[src/rtl/vpt_pkg.sv]
package vpt_pkg;

    typedef enum logic [1:0] {
        TR_IDLE  = 2'd0,
        TR_WALK  = 2'd1,
        TR_PLACE = 2'd2,
        TR_FIN   = 2'd3
    } tr_state_e;

    // Decision for the current cycle of the walk
    typedef struct packed {
        logic dp_write;
        logic dp_taken;
        logic use_bump;
        logic sample;
        logic advance;
        logic to_place;
        logic place;
        logic finish;
    } tr_step_t;

    localparam logic [31:0] HASH_MUL = 32'h9E3779B1;

    // Per-iteration scramble; iteration 0 maps to zero
    function automatic logic [31:0] iter_hash(input logic [31:0] k);
        return k * HASH_MUL;
    endfunction

endpackage

[src/rtl/vpt_vaddr_gen.sv]
module vpt_vaddr_gen #(
    parameter int PC_W   = 16,
    parameter int GHR_W  = 8,
    parameter int DP_IW  = 6,
    parameter int ITER_W = 2
) (
    input  logic [PC_W-1:0]   base_pc,
    input  logic [GHR_W-1:0]  base_ghr,
    input  logic [ITER_W-1:0] iter,
    output logic [PC_W-1:0]   vaddr,
    output logic [DP_IW-1:0]  vidx
);
    logic [31:0]      hash_full;
    logic [GHR_W-1:0] vhist;

    always_comb begin
        hash_full = vpt_pkg::iter_hash(32'(iter));
        vaddr     = base_pc ^ PC_W'(hash_full);
        vhist     = base_ghr << iter;
        vidx      = DP_IW'(vaddr ^ PC_W'(vhist));
    end
endmodule

[src/rtl/vpt_sat_step.sv]
module vpt_sat_step #(
    parameter int W = 2
) (
    input  logic [W-1:0] cur,
    input  logic         up,
    output logic [W-1:0] nxt
);
    localparam logic [W-1:0] TOP = {W{1'b1}};

    always_comb begin
        if (up) nxt = (cur == TOP)  ? cur : cur + W'(1);
        else    nxt = (cur == '0)   ? cur : cur - W'(1);
    end
endmodule

[src/rtl/vpt_victim_track.sv]
module vpt_victim_track #(
    parameter int USE_W  = 3,
    parameter int ITER_W = 2
) (
    input  logic              clk,
    input  logic              rst,
    input  logic              clear,
    input  logic              sample,
    input  logic [ITER_W-1:0] cand_iter,
    input  logic [USE_W-1:0]  cand_use,
    output logic [ITER_W-1:0] best_iter
);
    logic              have_q;
    logic [USE_W-1:0]  best_use_q;
    logic [ITER_W-1:0] best_iter_q;

    always_ff @(posedge clk) begin
        if (rst || clear) begin
            have_q      <= 1'b0;
            best_use_q  <= '0;
            best_iter_q <= '0;
        end else if (sample && (!have_q || cand_use < best_use_q)) begin
            have_q      <= 1'b1;
            best_use_q  <= cand_use;
            best_iter_q <= cand_iter;
        end
    end

    assign best_iter = best_iter_q;
endmodule

[src/rtl/vpt_trainer.sv]
module vpt_trainer
    import vpt_pkg::*;
#(
    parameter int PC_W     = 16,
    parameter int GHR_W    = 8,
    parameter int TGT_W    = 16,
    parameter int DP_IW    = 6,
    parameter int USE_W    = 3,
    parameter int MAX_ITER = 4,
    parameter int ITER_W   = (MAX_ITER > 1) ? $clog2(MAX_ITER) : 1
) (
    input  logic              clk,
    input  logic              rst,
    input  logic              req_valid,
    output logic              req_ready,
    input  logic [PC_W-1:0]   req_pc,
    input  logic [GHR_W-1:0]  req_ghr,
    input  logic [TGT_W-1:0]  req_tgt,
    input  logic              req_correct,
    input  logic [ITER_W-1:0] req_pred_iter,
    output logic [DP_IW-1:0]  dp_idx,
    input  logic [1:0]        dp_rd_ctr,
    output logic              dp_wr_en,
    output logic [1:0]        dp_wr_ctr,
    output logic [PC_W-1:0]   btb_addr,
    output logic              btb_rd_en,
    input  logic              btb_grant,
    input  logic              btb_rd_hit,
    input  logic [TGT_W-1:0]  btb_rd_tgt,
    input  logic [USE_W-1:0]  btb_rd_use,
    output logic              btb_wr_en,
    output logic [TGT_W-1:0]  btb_wr_tgt,
    output logic [USE_W-1:0]  btb_wr_use,
    output logic              done
);
    localparam logic [ITER_W-1:0] LAST_ITER = ITER_W'(MAX_ITER - 1);

    tr_state_e         state_q;
    logic [PC_W-1:0]   pc_q;
    logic [GHR_W-1:0]  ghr_q;
    logic [TGT_W-1:0]  tgt_q;
    logic              correct_q;
    logic [ITER_W-1:0] pred_q;
    logic [ITER_W-1:0] iter_q;

    logic [ITER_W-1:0] best_iter;
    logic [ITER_W-1:0] iter_sel;
    logic [PC_W-1:0]   vaddr;
    logic [DP_IW-1:0]  vidx;
    logic [USE_W-1:0]  use_next;
    logic [USE_W-1:0]  cand_use;
    logic              walking;
    logic              at_pred;
    logic              at_last;
    logic              need_read;
    logic              stall;
    logic              tgt_match;
    logic              accept;
    tr_step_t          step;

    assign walking   = (state_q == TR_WALK);
    assign at_pred   = (iter_q == pred_q);
    assign at_last   = (iter_q == LAST_ITER);
    assign need_read = !correct_q || at_pred;
    assign stall     = walking && need_read && !btb_grant;
    assign tgt_match = btb_rd_hit && (btb_rd_tgt == tgt_q);
    assign accept    = (state_q == TR_IDLE) && req_valid;
    assign iter_sel  = (state_q == TR_PLACE) ? best_iter : iter_q;
    assign cand_use  = btb_rd_hit ? btb_rd_use : '0;

    vpt_vaddr_gen #(
        .PC_W  (PC_W),
        .GHR_W (GHR_W),
        .DP_IW (DP_IW),
        .ITER_W(ITER_W)
    ) u_vaddr (
        .base_pc (pc_q),
        .base_ghr(ghr_q),
        .iter    (iter_sel),
        .vaddr   (vaddr),
        .vidx    (vidx)
    );

    vpt_sat_step #(.W(2)) u_dir_step (
        .cur(dp_rd_ctr),
        .up (step.dp_taken),
        .nxt(dp_wr_ctr)
    );

    vpt_sat_step #(.W(USE_W)) u_use_step (
        .cur(btb_rd_use),
        .up (1'b1),
        .nxt(use_next)
    );

    vpt_victim_track #(
        .USE_W (USE_W),
        .ITER_W(ITER_W)
    ) u_victim (
        .clk      (clk),
        .rst      (rst),
        .clear    (accept),
        .sample   (step.sample),
        .cand_iter(iter_q),
        .cand_use (cand_use),
        .best_iter(best_iter)
    );

    // Per-cycle decision
    always_comb begin
        step = '0;
        unique case (state_q)
            TR_WALK: begin
                if (!stall) begin
                    step.dp_write = 1'b1;
                    if (correct_q) begin
                        if (at_pred) begin
                            step.dp_taken = 1'b1;
                            step.use_bump = tgt_match;
                            step.finish   = 1'b1;
                        end else if (at_last) begin
                            step.finish   = 1'b1;
                        end else begin
                            step.advance  = 1'b1;
                        end
                    end else if (tgt_match) begin
                        step.dp_taken = 1'b1;
                        step.use_bump = 1'b1;
                        step.finish   = 1'b1;
                    end else begin
                        step.sample = 1'b1;
                        if (at_last) step.to_place = 1'b1;
                        else         step.advance  = 1'b1;
                    end
                end
            end
            TR_PLACE: begin
                step.dp_write = 1'b1;
                step.dp_taken = 1'b1;
                step.place    = 1'b1;
                step.finish   = 1'b1;
            end
            default: step = '0;
        endcase
    end

    always_ff @(posedge clk) begin
        if (rst) begin
            state_q   <= TR_IDLE;
            pc_q      <= '0;
            ghr_q     <= '0;
            tgt_q     <= '0;
            correct_q <= 1'b0;
            pred_q    <= '0;
            iter_q    <= '0;
        end else begin
            unique case (state_q)
                TR_IDLE: begin
                    if (req_valid) begin
                        state_q   <= TR_WALK;
                        pc_q      <= req_pc;
                        ghr_q     <= req_ghr;
                        tgt_q     <= req_tgt;
                        correct_q <= req_correct;
                        pred_q    <= req_pred_iter;
                        iter_q    <= '0;
                    end
                end
                TR_WALK: begin
                    if (step.finish)        state_q <= TR_FIN;
                    else if (step.to_place) state_q <= TR_PLACE;
                    else if (step.advance)  iter_q  <= iter_q + ITER_W'(1);
                end
                TR_PLACE: state_q <= TR_FIN;
                TR_FIN:   state_q <= TR_IDLE;
                default:  state_q <= TR_IDLE;
            endcase
        end
    end

    assign req_ready  = (state_q == TR_IDLE);
    assign done       = (state_q == TR_FIN);
    assign dp_idx     = vidx;
    assign dp_wr_en   = step.dp_write;
    assign btb_addr   = vaddr;
    assign btb_rd_en  = walking && need_read;
    assign btb_wr_en  = step.use_bump || step.place;
    assign btb_wr_tgt = tgt_q;
    assign btb_wr_use = step.place ? '0 : use_next;

endmodule

[config.mk]
export PLATFORM = sky130hd
export DESIGN_NAME = vpt_trainer
export DESIGN_NICKNAME = d
export VERILOG_FILES = /design/src/rtl/vpt_pkg.sv /design/src/rtl/vpt_vaddr_gen.sv /design/src/rtl/vpt_sat_step.sv /design/src/rtl/vpt_victim_track.sv /design/src/rtl/vpt_trainer.sv
export SDC_FILE = /design/constraint.sdc
export NUM_CORES = 1
export LEC_CHECK = 0
export BUFFER_PORTS_ARGS = -buffer_cell sky130_fd_sc_hd__buf_4
export CORE_ASPECT_RATIO = 1.2
export CORE_MARGIN = 8
export CORE_UTILIZATION = 49
export CTS_BUF_LIST = sky130_fd_sc_hd__clkbuf_16
export CTS_CLUSTER_DIAMETER = 60
export DETAILED_ROUTE_END_ITERATION = 10
export GPL_TIMING_DRIVEN = 0
export PLACE_DENSITY = 0.8
export SLEW_MARGIN = 20
export SYNTH_ARGS = -nofsm -noshare
export SYNTH_HDL_FRONTEND = slang
export SYNTH_SLANG_ARGS = --single-unit
[constraint.sdc]
create_clock -name clk -period 3.6 [get_ports clk]
set_input_delay 1.08 -clock clk [delete_from_list [all_inputs] [get_ports clk]]
set_output_delay 1.08 -clock clk [all_outputs]
set_load 0.05 [all_outputs]
==> results.py, run 1 <==
metrics = {
    "finish": {
        "drive_gt1_share_pct": 31.4,
        "area_growth_pct": 45.9,
        "layout_commonest_cell": "buf_4",
        "antenna_cells": 0,
        "finalInstanceArea_sq_um": 4350,
        "nNetsFinal": 591,
        "final_cell_mix": "buf_4 (119), nand2_1 (99), a21oi_1 (52)",
    },
    "floorplanning": {
        "fp.dieW_microns": 87.2,
        "core-area_sq_um": 5970,
        "rows": 31,
        "io_pins": 117,
        "fp.dieArea_sq_um": 8850,
        "die_h_microns": 101,
        "initial_core_util_pct": 49.9,
    },
    "timing": {
        "min_period_ns": 3.60,
        "min_period_over_period_pct": 100,
        "report.final.slew_viol_count": 0,
        "layout_setup_ws_ns": -0.00209,
        "fmax_mhz": 278,
        "setup_viol_count_final": 1,
        "clock_skew_ns": 0.00372,
        "rsz0062_at_grt": "true",
        "slew-limit-headroom_pct": 63.0,
        "hold_viol": 0,
        "worst_pin_slew_ns": 0.554,
    },
    "critical_path": {
        "cp_max_fo": 2,
        "r2r_setup_slack_ns": 1.56,
        "reg2regPathDepth": 8,
        "cp-end-kind": "output pin",
        "rr_startpoint": "state_q[1]",
        "crit_arrival_ns": 2.52,
        "crit_type": "primary input to output pin",
        "cp.required_ns": 2.52,
        "r2r_end": "iter_q[0]",
        "cp-start-kind": "primary input",
    },
    "route": {
        "drt_drc_violations_left": 0,
        "drt_pass1_iterations": 4,
        "wl_met3_microns": 585,
        "avgRoutedWirePerCell_microns": 15.9,
        "vias_per_cell": 5.30,
        "top_layer": "met4",
        "via_count": 3137,
        "met1Wirelength_microns": 3640,
        "wl_met2_microns": 4950,
        "drtIter0Drc": 113,
        "wirelength_microns": 9400,
        "ant_nets": 0,
    },
    "grt": {
        "grt_usage_pct": 21.2,
        "grt-ovfl-total": 0,
        "grt_pass1_wl_microns": 14900,
        "grt_pass1_vias": 3211,
        "antenna_found_initial": 0,
        "grt_start_max_net_pins": 18,
    },
    "worst_hold_path": {
        "hold_path_depth": 2,
        "min_to": "pc_q[10]",
        "min-delay-start": "pc_q[10]",
        "worstHoldPathType": "register to register",
    },
    "power_and_ir_drop": {
        "cellPowerDensity_nw_per_um2": 726,
        "total_power_mw": 3.16,
        "swShare_pct": 50.6,
        "p_clk_share_pct": 15.5,
        "power_leakage_nw": 2.03,
        "internal-power_mw": 1.56,
        "p_sw_mw": 1.60,
        "peakVddDrop_mv": 0.474,
        "pwr-share-comb_pct": 59.9,
        "seqPwrFrac_pct": 24.7,
    },
    "clocking": {
        "clock_sinks": 51,
        "clockBufferDepth": 2,
        "cts_tree": "done",
        "ctsHoldBuffers": 0,
        "cts_made_buffers": 5,
        "clk_latency_ns": 0.29,
        "cts-root-buf": "clkbuf_16",
        "path_clk_slew_ns": 0.07,
        "htree_levels": 2,
    },
    "place": {
        "place_area_sq_um": 4000,
        "pre_cts_ws_ns": -0.332,
        "place_hpwl_microns": 6880,
        "routabilityCongestion": 0.879,
        "port_buffers": 114,
    },
    "yosys": {
        "synth.top_cell.area_share_pct": 34.2,
        "synth_edf_count": 0,
        "synth_top_cell_by_area": "dfxtp_1",
        "syn_inst": 381,
        "synth.distinct_cells": 46,
        "ys_top_cells_by_area": "dfxtp_1 (34%), nand2_1 (12%), a21oi_1 (8.9%)",
        "async_reset_ff_share_pct": 0,
        "synth.cell_area_sq_um": 2980,
        "synth_nets": 463,
        "synth_flop_cell": "dfxtp_1",
        "synth_warnings": 0,
        "synth-seq-cells": 51,
        "synth.yosys.seq_area_share_pct": 34.2,
        "avgSynthCellArea_sq_um": 7.83,
    },
    "flow_run": {
        "drv_cap": 0,
    },
    "status": {
        "violations": "negative setup slack",
        "status": "complete, but fails checks",
    },
}
-- power groups by stage --
stage | combinational, mW | sequential (mW) | clock (mW)
floorplan | 1.19 | 0.881 | 0
finish | 1.89 | 0.779 | 0.488
global route | 2.01 | 0.793 | 0.514
CTS | 1.87 | 0.773 | 0.490
global placement | 1.80 | 0.775 | 0
detailed placement | 1.82 | 0.782 | 0
-- cell type report --
cell class / count / area [sq um]
multi-input cells: 300 / 1990
flip-flops and latches: 51 / 1020
well taps: 82 / 103
clock buffers: 5 / 125
plain buffers: 20 / 91.3
inverters: 8 / 30.0
fillers: 484 / 1620
repair buffers: 123 / 966
clock inverters: 3 / 22.5
-- synth_stat cells (2+ instances only) --
master	instances
buf_4	2
xor2_1	26
clkbuf_1	17
nor2b_1	4
a211o_1	2
and2_1	3
and2_0	2
nand3b_1	2
nor4_1	4
o21a_1	4
o21ai_0	7
dfxtp_1	51
buf_2	3
o211ai_1	4
ha_1	13
a31oi_1	2
a211oi_1	3
a21o_1	3
nand2b_1	4
mux2i_1	11
nand3_1	6
nor3_1	2
inv_1	8
nand4_1	2
a21oi_1	53
maj3_1	2
xnor2_1	13
a21boi_0	3
nand2_1	99
nor2_1	10
-- kinds of logic after synthesis --
group           after synthesis  synth area share [%]
simple gates                144                  21.6
compound gates               89                  17.9
flops                        51                  34.2
xor+xnor                     39                  11.5
buf+inv                      30                  4.15
fa+ha+maj                    15                  6.12
mux                          13                  4.53
-- metrics by stage --
stage               instances  TNS [ns]  util, %  hold WS, ns
floorplan                 381         0        -        0.435
global placement          577    -0.587     66.9        0.443
detailed placement        577    -0.660     66.9        0.459
CTS                       592    -0.119     71.9        0.468
global route              592    -0.167     72.9        0.491
finish                    592  -0.00209     72.9        0.466
-- registers in the layout, indices dropped and copies added, names as in the netlist --
register             cells
iter_q                   2
u_victim.have_q          1
u_victim.best_iter       2
pred_q                   2
correct_q                1
pc_q                    16
u_victim.best_use_q      3
btb_wr_tgt              16
ghr_q                    6
state_q                  2
-- worst max path at each step --
stage,from,end,slack [ns],cells after the start
after floorplan,btb_rd_tgt[4],dp_wr_ctr[1],0.02,7
after global placement,btb_rd_tgt[4],dp_wr_ctr[1],-0.30,9
after detailed placement,btb_rd_tgt[4],dp_wr_ctr[0],-0.33,9
after CTS,btb_rd_tgt[12],dp_wr_ctr[0],-0.07,9
after global routing,btb_rd_tgt[0],dp_wr_ctr[1],-0.09,8
final,btb_rd_tgt[11],dp_wr_ctr[0],-0.002,8
-- worst max-delay path, stage by stage --
cell	delay, ns
buf_4	0.11
xor2_1	0.16
nor4_2	0.33
and3_4	0.24
nand3_2	0.07
a21oi_2	0.16
maj3_2	0.22
buf_8	0.14
-- metal layers --
layer  vias up  track usage [%]
met4         0             7.69
li1       1538                -
met5         -                0
met2       115             39.1
met1      1460             22.6
met3        24             5.28
-- repair_timing --
item / 4_1_cts / 5_1_grt
endpoints found under the setup margin: 13 / 4
pin swaps: 7 / 5
gates resized for setup: 17 / 11
buffers inserted: 8 / 1
Power figures use the tool's default switching activity.
==> run 2, diff against run 1 <==
- ABC_AREA: unset -> 1
- CORE_UTILIZATION: 49 -> 48
==> run 2 against run 1 <==
Against the previous run:
- the run now ends clean
- critical path depth rose by 5
- first-iteration DRC count rose by 70%
- sequential share of layout area rose by 1.3 points
- non-clock buffer count fell by 8
- largest cell class unchanged
==> results.py, run 2 <==
metrics = {
    "status": {
        "status": "completed",
    },
    "place": {
        "routabilityCongestion": 0.888,
        "place_hpwl_microns": 6740,
        "port_buffers": 114,
        "place_area_sq_um": 3850,
    },
    "yosys": {
        "avgSynthCellArea_sq_um": 6.83,
        "synth.distinct_cells": 29,
        "yosysMostFrequentCell": "nor2_1",
        "synth_warnings": 0,
        "synth-seq-cells": 51,
        "ys_top_cells_by_area": "dfxtp_1 (36%), o21ai_0 (9.9%), nor2_1 (9.2%)",
        "synth_top_cell_by_area": "dfxtp_1",
        "synth.cell_area_sq_um": 2870,
        "synth_nets": 502,
        "synth.top_cell.area_share_pct": 35.6,
        "async_reset_ff_share_pct": 0,
        "syn_inst": 420,
        "synth.yosys.seq_area_share_pct": 35.6,
        "netlist_top_cells_count": "nor2_1 (70), nand2_1 (64), o21ai_0 (57)",
        "synth_flop_cell": "dfxtp_1",
        "synth_edf_count": 0,
    },
    "worst_hold_path": {
        "min_to": "u_victim.have_q",
        "min-delay-start": "u_victim.have_q",
        "hold_path_depth": 2,
        "worstHoldPathType": "register to register",
    },
    "critical_path": {
        "cp-end-kind": "output pin",
        "rr_startpoint": "state_q[1]",
        "r2r_setup_slack_ns": 1.54,
        "cp-start-kind": "primary input",
        "slowest_delay_ns": 0.18,
        "cp.required_ns": 2.52,
        "crit_type": "primary input to output pin",
        "cp_max_fo": 3,
        "cp_cell_sequence": "buf_4 > nand2_1 > nand2_1 > nor2_1 > nand2_1 > nor2_2 > nand3_2 > nand2_2 > nand3_2 > a21oi_2 > o21ai_1 > o21ai_1 > buf_6",
        "slowest_stage": "buf_6",
        "r2r_end": "btb_wr_tgt[4]",
        "crit_arrival_ns": 2.40,
        "cp_common_cell": "nand2_1",
        "reg2regPathDepth": 6,
    },
    "floorplanning": {
        "rows": 31,
        "fp.dieW_microns": 86.6,
        "core-area_sq_um": 5900,
        "die_h_microns": 101,
        "fp.dieArea_sq_um": 8710,
        "io_pins": 117,
        "initial_core_util_pct": 48.6,
    },
    "grt": {
        "grt_usage_pct": 19.5,
        "grt_busiest_layer": "met2",
        "met3_usage_pct": 8.08,
        "antenna_found_initial": 0,
        "grt_start_max_net_pins": 18,
        "use_met2_pct": 36.6,
        "grt_pass1_vias": 3118,
        "use_met1_pct": 18.7,
        "grt-ovfl-total": 0,
        "grt_pass1_wl_microns": 13600,
    },
    "clocking": {
        "cts_made_buffers": 5,
        "clockBufferDepth": 2,
        "cts-root-buf": "clkbuf_16",
        "clk_latency_ns": 0.30,
        "path_clk_slew_ns": 0.07,
        "htree_levels": 2,
        "clock_sinks": 51,
        "ctsHoldBuffers": 0,
        "cts_tree": "done",
    },
    "route": {
        "drt_pass1_iterations": 4,
        "ant_nets": 0,
        "avgRoutedWirePerCell_microns": 13.4,
        "drt_drc_violations_left": 0,
        "wirelength_microns": 8400,
        "drtIter0Drc": 192,
        "vias_per_cell": 4.86,
        "via_count": 3055,
    },
    "timing": {
        "rsz0062_at_grt": "true",
        "setup_viol_count_final": 0,
        "clock_skew_ns": 0.00690,
        "worst_pin_slew_ns": 0.518,
        "min_period_over_period_pct": 96.6,
        "min_period_ns": 3.48,
        "hold_viol": 0,
        "fmax_mhz": 288,
        "slew-limit-headroom_pct": 65.4,
        "report.final.slew_viol_count": 0,
    },
    "finish": {
        "drive_gt1_share_pct": 31.1,
        "area_growth_pct": 43.7,
        "finalInstanceArea_sq_um": 4120,
        "final_cell_mix": "buf_4 (113), nor2_1 (67), nand2_1 (59)",
        "fillerInstances": 504,
        "layout_commonest_cell": "buf_4",
        "nNetsFinal": 627,
        "antenna_cells": 0,
    },
    "flow_run": {
        "drv_cap": 0,
    },
}
## run 2: cell types whose count changed after synthesis, sizes merged, moves of 5 or more
| cell | before | now |
|---|---|---|
| mux2i | 12 | 0 |
| o21ai | 8 | 63 |
| xor2 | 26 | 11 |
| inv | 8 | 57 |
| and2 | 5 | 0 |
| a21oi | 53 | 29 |
| nand2 | 99 | 71 |
| nor2 | 10 | 72 |
| clkbuf | 17 | 11 |
| nand3 | 6 | 12 |
## run 2: repair_timing
item | 4_1_cts | 5_1_grt
pin swaps | 0 | 14
buffers inserted | 0 | 4
hold endpoints to repair | 0 | 0
gates resized for setup | 3 | 29
endpoints found under the setup margin | 5 | 7
## run 2: routing by layer
metal / up-vias / share of wire, % / routed length (microns)
li1: 1573 / - / -
met5: - / 0 / 0
met1: 1359 / 37 / 3100
met2: 114 / 52 / 4330
met3: 9 / 10 / 863
met4: 0 / 1.2 / 99
## run 2: logic make-up after synthesis
kind of cell | Yosys count | synth area share, %
compound gates | 99 | 18.4
simple gates | 160 | 23.0
buf+inv | 74 | 10.3
flops | 51 | 35.6
xor+xnor | 23 | 7.02
fa+ha+maj | 13 | 5.67
## run 2: worst max-delay path by stage
stage | startpoint | to | cells past startpoint
2_1_floorplan | state_q[0] | dp_idx[5] | 9
3_3_place_gp | btb_rd_tgt[1] | dp_wr_ctr[1] | 13
3_5_place_dp | btb_rd_tgt[1] | dp_wr_ctr[1] | 13
4_1_cts | btb_rd_tgt[1] | dp_wr_ctr[0] | 13
5_1_grt | btb_rd_tgt[5] | dp_wr_ctr[0] | 14
6_report | btb_rd_tgt[11] | dp_wr_ctr[1] | 13
## run 2: stage by stage
stage	hold slack, ns	instances	setup TNS [ns]	setup slack (ns)	utilization [%]
final	0.458	628	0	0.122	69.9
after global routing	0.484	628	-0.0607	-0.0398	69.9
after CTS	0.459	624	0	0.0175	68.0
after detailed placement	0.446	616	-0.0178	-0.00975	65.4
after global placement	0.436	616	0	0.00620	65.4
after floorplan	0.430	420	-0.127	-0.0721	-
## run 2: final cells by class
cell class / count / area (sq um) / share of cell area [%]
inverter: 57 / 216 / 5.25
buffer: 17 / 87.6 / 2.13
clock buffer: 5 / 125 / 3.04
clock inverter: 3 / 23.8 / 0.577
sequential: 51 / 1020 / 24.8
tap: 82 / 103 / 2.49
multi-input combinational: 295 / 1630 / 39.5
timing repair buffer: 118 / 916 / 22.2
## run 2: worst max-delay path: cells and delay by family
kind | cells | cell delay, ns
AOI/OAI and AO/OA | 3 | 0.34
buffers and inverters | 2 | 0.29
and+or+nand+nor | 8 | 0.68
Power of run 2 is not shown: default switching activity piles up to over one toggle a cycle in this logic, so the estimate is an artifact.
==> run 3, diff against run 2 <==
- CORE_UTILIZATION: 48 -> 50
- HOLD_SLACK_MARGIN: unset -> 0.12
- SYNTH_HIERARCHICAL: unset -> 1
==> run 3 against run 2 <==
Against the previous run:
- die area up 5.9%
- non-clock buffer count rose by 3
- clock skew is 0.0018 ns higher
- first-iteration DRC count down 41%
- setup slack got worse by 0.032 ns
- synthesized area grew 12%
- maximum frequency decreased by 0.90%
- global-route usage decreased by 0.36 points
==> results.py, run 3 <==
metrics = {
    "critical_path": {
        "reg2regPathDepth": 7,
        "rr_startpoint": "state_q[1]",
        "r2r_end": "pc_q[12]",
        "cp.required_ns": 2.52,
        "crit_type": "primary input to output pin",
        "setup.worst_path.start": "btb_rd_tgt[3]",
        "cp_max_fo": 3,
        "crit_arrival_ns": 2.43,
        "crit_path_end": "dp_wr_ctr[0]",
        "cp-end-kind": "output pin",
        "cp-start-kind": "primary input",
        "r2r_setup_slack_ns": 1.61,
    },
    "place": {
        "routabilityCongestion": 0.880,
        "place_area_sq_um": 4180,
        "port_buffers": 114,
        "place_hpwl_microns": 7170,
        "dp.cells": 688,
    },
    "route": {
        "wl_met3_microns": 748,
        "drtIter0Drc": 114,
        "via_count": 3434,
        "drt_drc_violations_left": 0,
        "met1Wirelength_microns": 3470,
        "ant_nets": 0,
        "drt_pass1_iterations": 5,
        "top_layer": "met4",
        "vias_per_cell": 4.90,
        "wl_met2_microns": 4690,
        "avgRoutedWirePerCell_microns": 12.9,
        "wirelength_microns": 9030,
    },
    "clocking": {
        "clk_latency_ns": 0.29,
        "clockBufferDepth": 2,
        "cts-root-buf": "clkbuf_16",
        "clock_sinks": 51,
        "path_clk_slew_ns": 0.06,
        "cts_tree": "done",
        "htree_levels": 2,
        "cts_made_buffers": 5,
        "ctsHoldBuffers": 0,
    },
    "timing": {
        "setup_viol_count_final": 0,
        "min_period_ns": 3.51,
        "hold_viol": 0,
        "min_period_over_period_pct": 97.5,
        "clock_skew_ns": 0.00865,
        "fin_worst_hold_slack_ns": 0.481,
        "rsz0062_at_grt": "true",
        "report.final.slew_viol_count": 0,
        "fmax_mhz": 285,
    },
    "power_and_ir_drop": {
        "internal-power_mw": 1.97,
        "power_leakage_nw": 2.29,
        "swShare_pct": 53.9,
        "peakVddDrop_mv": 0.585,
        "cellPowerDensity_nw_per_um2": 964,
        "seqPwrFrac_pct": 19.7,
        "total_power_mw": 4.28,
        "pwr-share-comb_pct": 67.7,
        "p_sw_mw": 2.31,
        "p_clk_share_pct": 12.7,
    },
    "floorplanning": {
        "io_pins": 117,
        "core-area_sq_um": 6330,
        "rows": 32,
        "fp.dieW_microns": 89.0,
        "die_h_microns": 104,
        "fp.dieArea_sq_um": 9230,
        "initial_core_util_pct": 50.6,
    },
    "grt": {
        "grt-ovfl-total": 0,
        "grt_pass1_vias": 3382,
        "grt_usage_pct": 19.1,
        "grt_start_max_net_pins": 17,
        "grt_pass1_wl_microns": 14400,
        "antenna_found_initial": 0,
    },
    "yosys": {
        "synth_warnings": 6,
        "syn_inst": 486,
        "synth.cell_area_sq_um": 3200,
        "avgSynthCellArea_sq_um": 6.59,
    },
    "worst_hold_path": {
        "worstHoldPathType": "register to register",
    },
    "finish": {
        "finalInstanceArea_sq_um": 4430,
        "antenna_cells": 0,
        "layout_commonest_cell": "buf_4",
        "area_growth_pct": 38.5,
        "final_cell_mix": "buf_4 (116), nand2_1 (101), nor2_1 (77)",
        "nNetsFinal": 700,
        "fillerInstances": 589,
        "drive_gt1_share_pct": 29.1,
        "fin_cells": 701,
    },
    "flow_run": {
        "drv_cap": 0,
    },
    "status": {
        "status": "completed",
    },
}
run 3: cell count changes in the layout (fill, tap and decap cells not counted), moves of 5 or more:
cell,delta
nand2_1,+42
nor2_1,+10
o21ai_0,-9
nand3_1,+11
nand3_2,+5
inv_1,+11
o21ai_1,-6
run 3: what timing repair did:
action,CTS,global route
buffers inserted,0,5
pin swaps,0,11
endpoints found under the setup margin,5,4
gates resized for setup,5,12
run 3: power by group through the flow:
stage	Combinational, mW	Clock (mW)	Sequential, mW
floorplan	1.94	0	0.978
global placement	2.79	0	0.842
detailed placement	2.83	0	0.850
CTS	2.85	0.546	0.840
global route	3.11	0.569	0.861
finish	2.89	0.541	0.842
run 3: stage by stage:
stage | utilization [%] | TNS [ns] | worst slack [ns]
5_1_grt | 70.1 | -0.0920 | -0.0447
6_report | 70.1 | 0 | 0.0903
3_5_place_dp | 66.1 | -0.0352 | -0.0188
3_3_place_gp | 66.1 | -0.0102 | -0.00545
2_1_floorplan | - | 0 | 0.0181
4_1_cts | 68.9 | 0 | 0.0305
run 3: critical path: stages:
cell     delay [ns]
buf_4          0.11
nand2_1        0.06
nand2_1        0.05
nor2_1         0.09
nand2_1        0.09
nor2_2         0.13
nand3_2        0.13
nand2_4        0.12
nand3_2        0.07
a21oi_2        0.18
nand2_1        0.09
nand2_1        0.08
buf_6          0.16
run 3: layer usage:
| layer | global-route usage (%) | vias to the layer above |
|---|---|---|
| met2 | 34.9 | 105 |
| li1 | - | 1753 |
| met1 | 19.4 | 1566 |
| met4 | 4.53 | 0 |
| met3 | 7.19 | 10 |
| met5 | 0 | - |
run 3: worst min path at each step:
stage                      startpoint  slack [ns]  depth (start not counted)                      to
2_1_floorplan               pred_q[1]        0.44                          2               pred_q[1]
5_1_grt        u_victim/best_use_q[0]        0.50                          2  u_victim/best_use_q[0]
6_report       u_victim/best_use_q[0]        0.48                          2  u_victim/best_use_q[0]
4_1_cts        u_victim/best_use_q[0]        0.49                          2  u_victim/best_use_q[0]
3_5_place_dp   u_victim/best_use_q[0]        0.47                          2  u_victim/best_use_q[0]
3_3_place_gp            btb_wr_tgt[5]        0.46                          2           btb_wr_tgt[5]
run 3: layout make-up:
type                            instances  area (sq um)  area share (%)
Clock buffer                            5           125            2.82
Multi-Input combinational cell        350          1860            41.9
Timing Repair Buffer                  119           912            20.6
Tap cell                               85           106            2.40
Sequential cell                        51          1020            23.1
Buffer                                 19           103            2.31
Clock inverter                          3          42.5           0.959
Inverter                               69           267            6.01
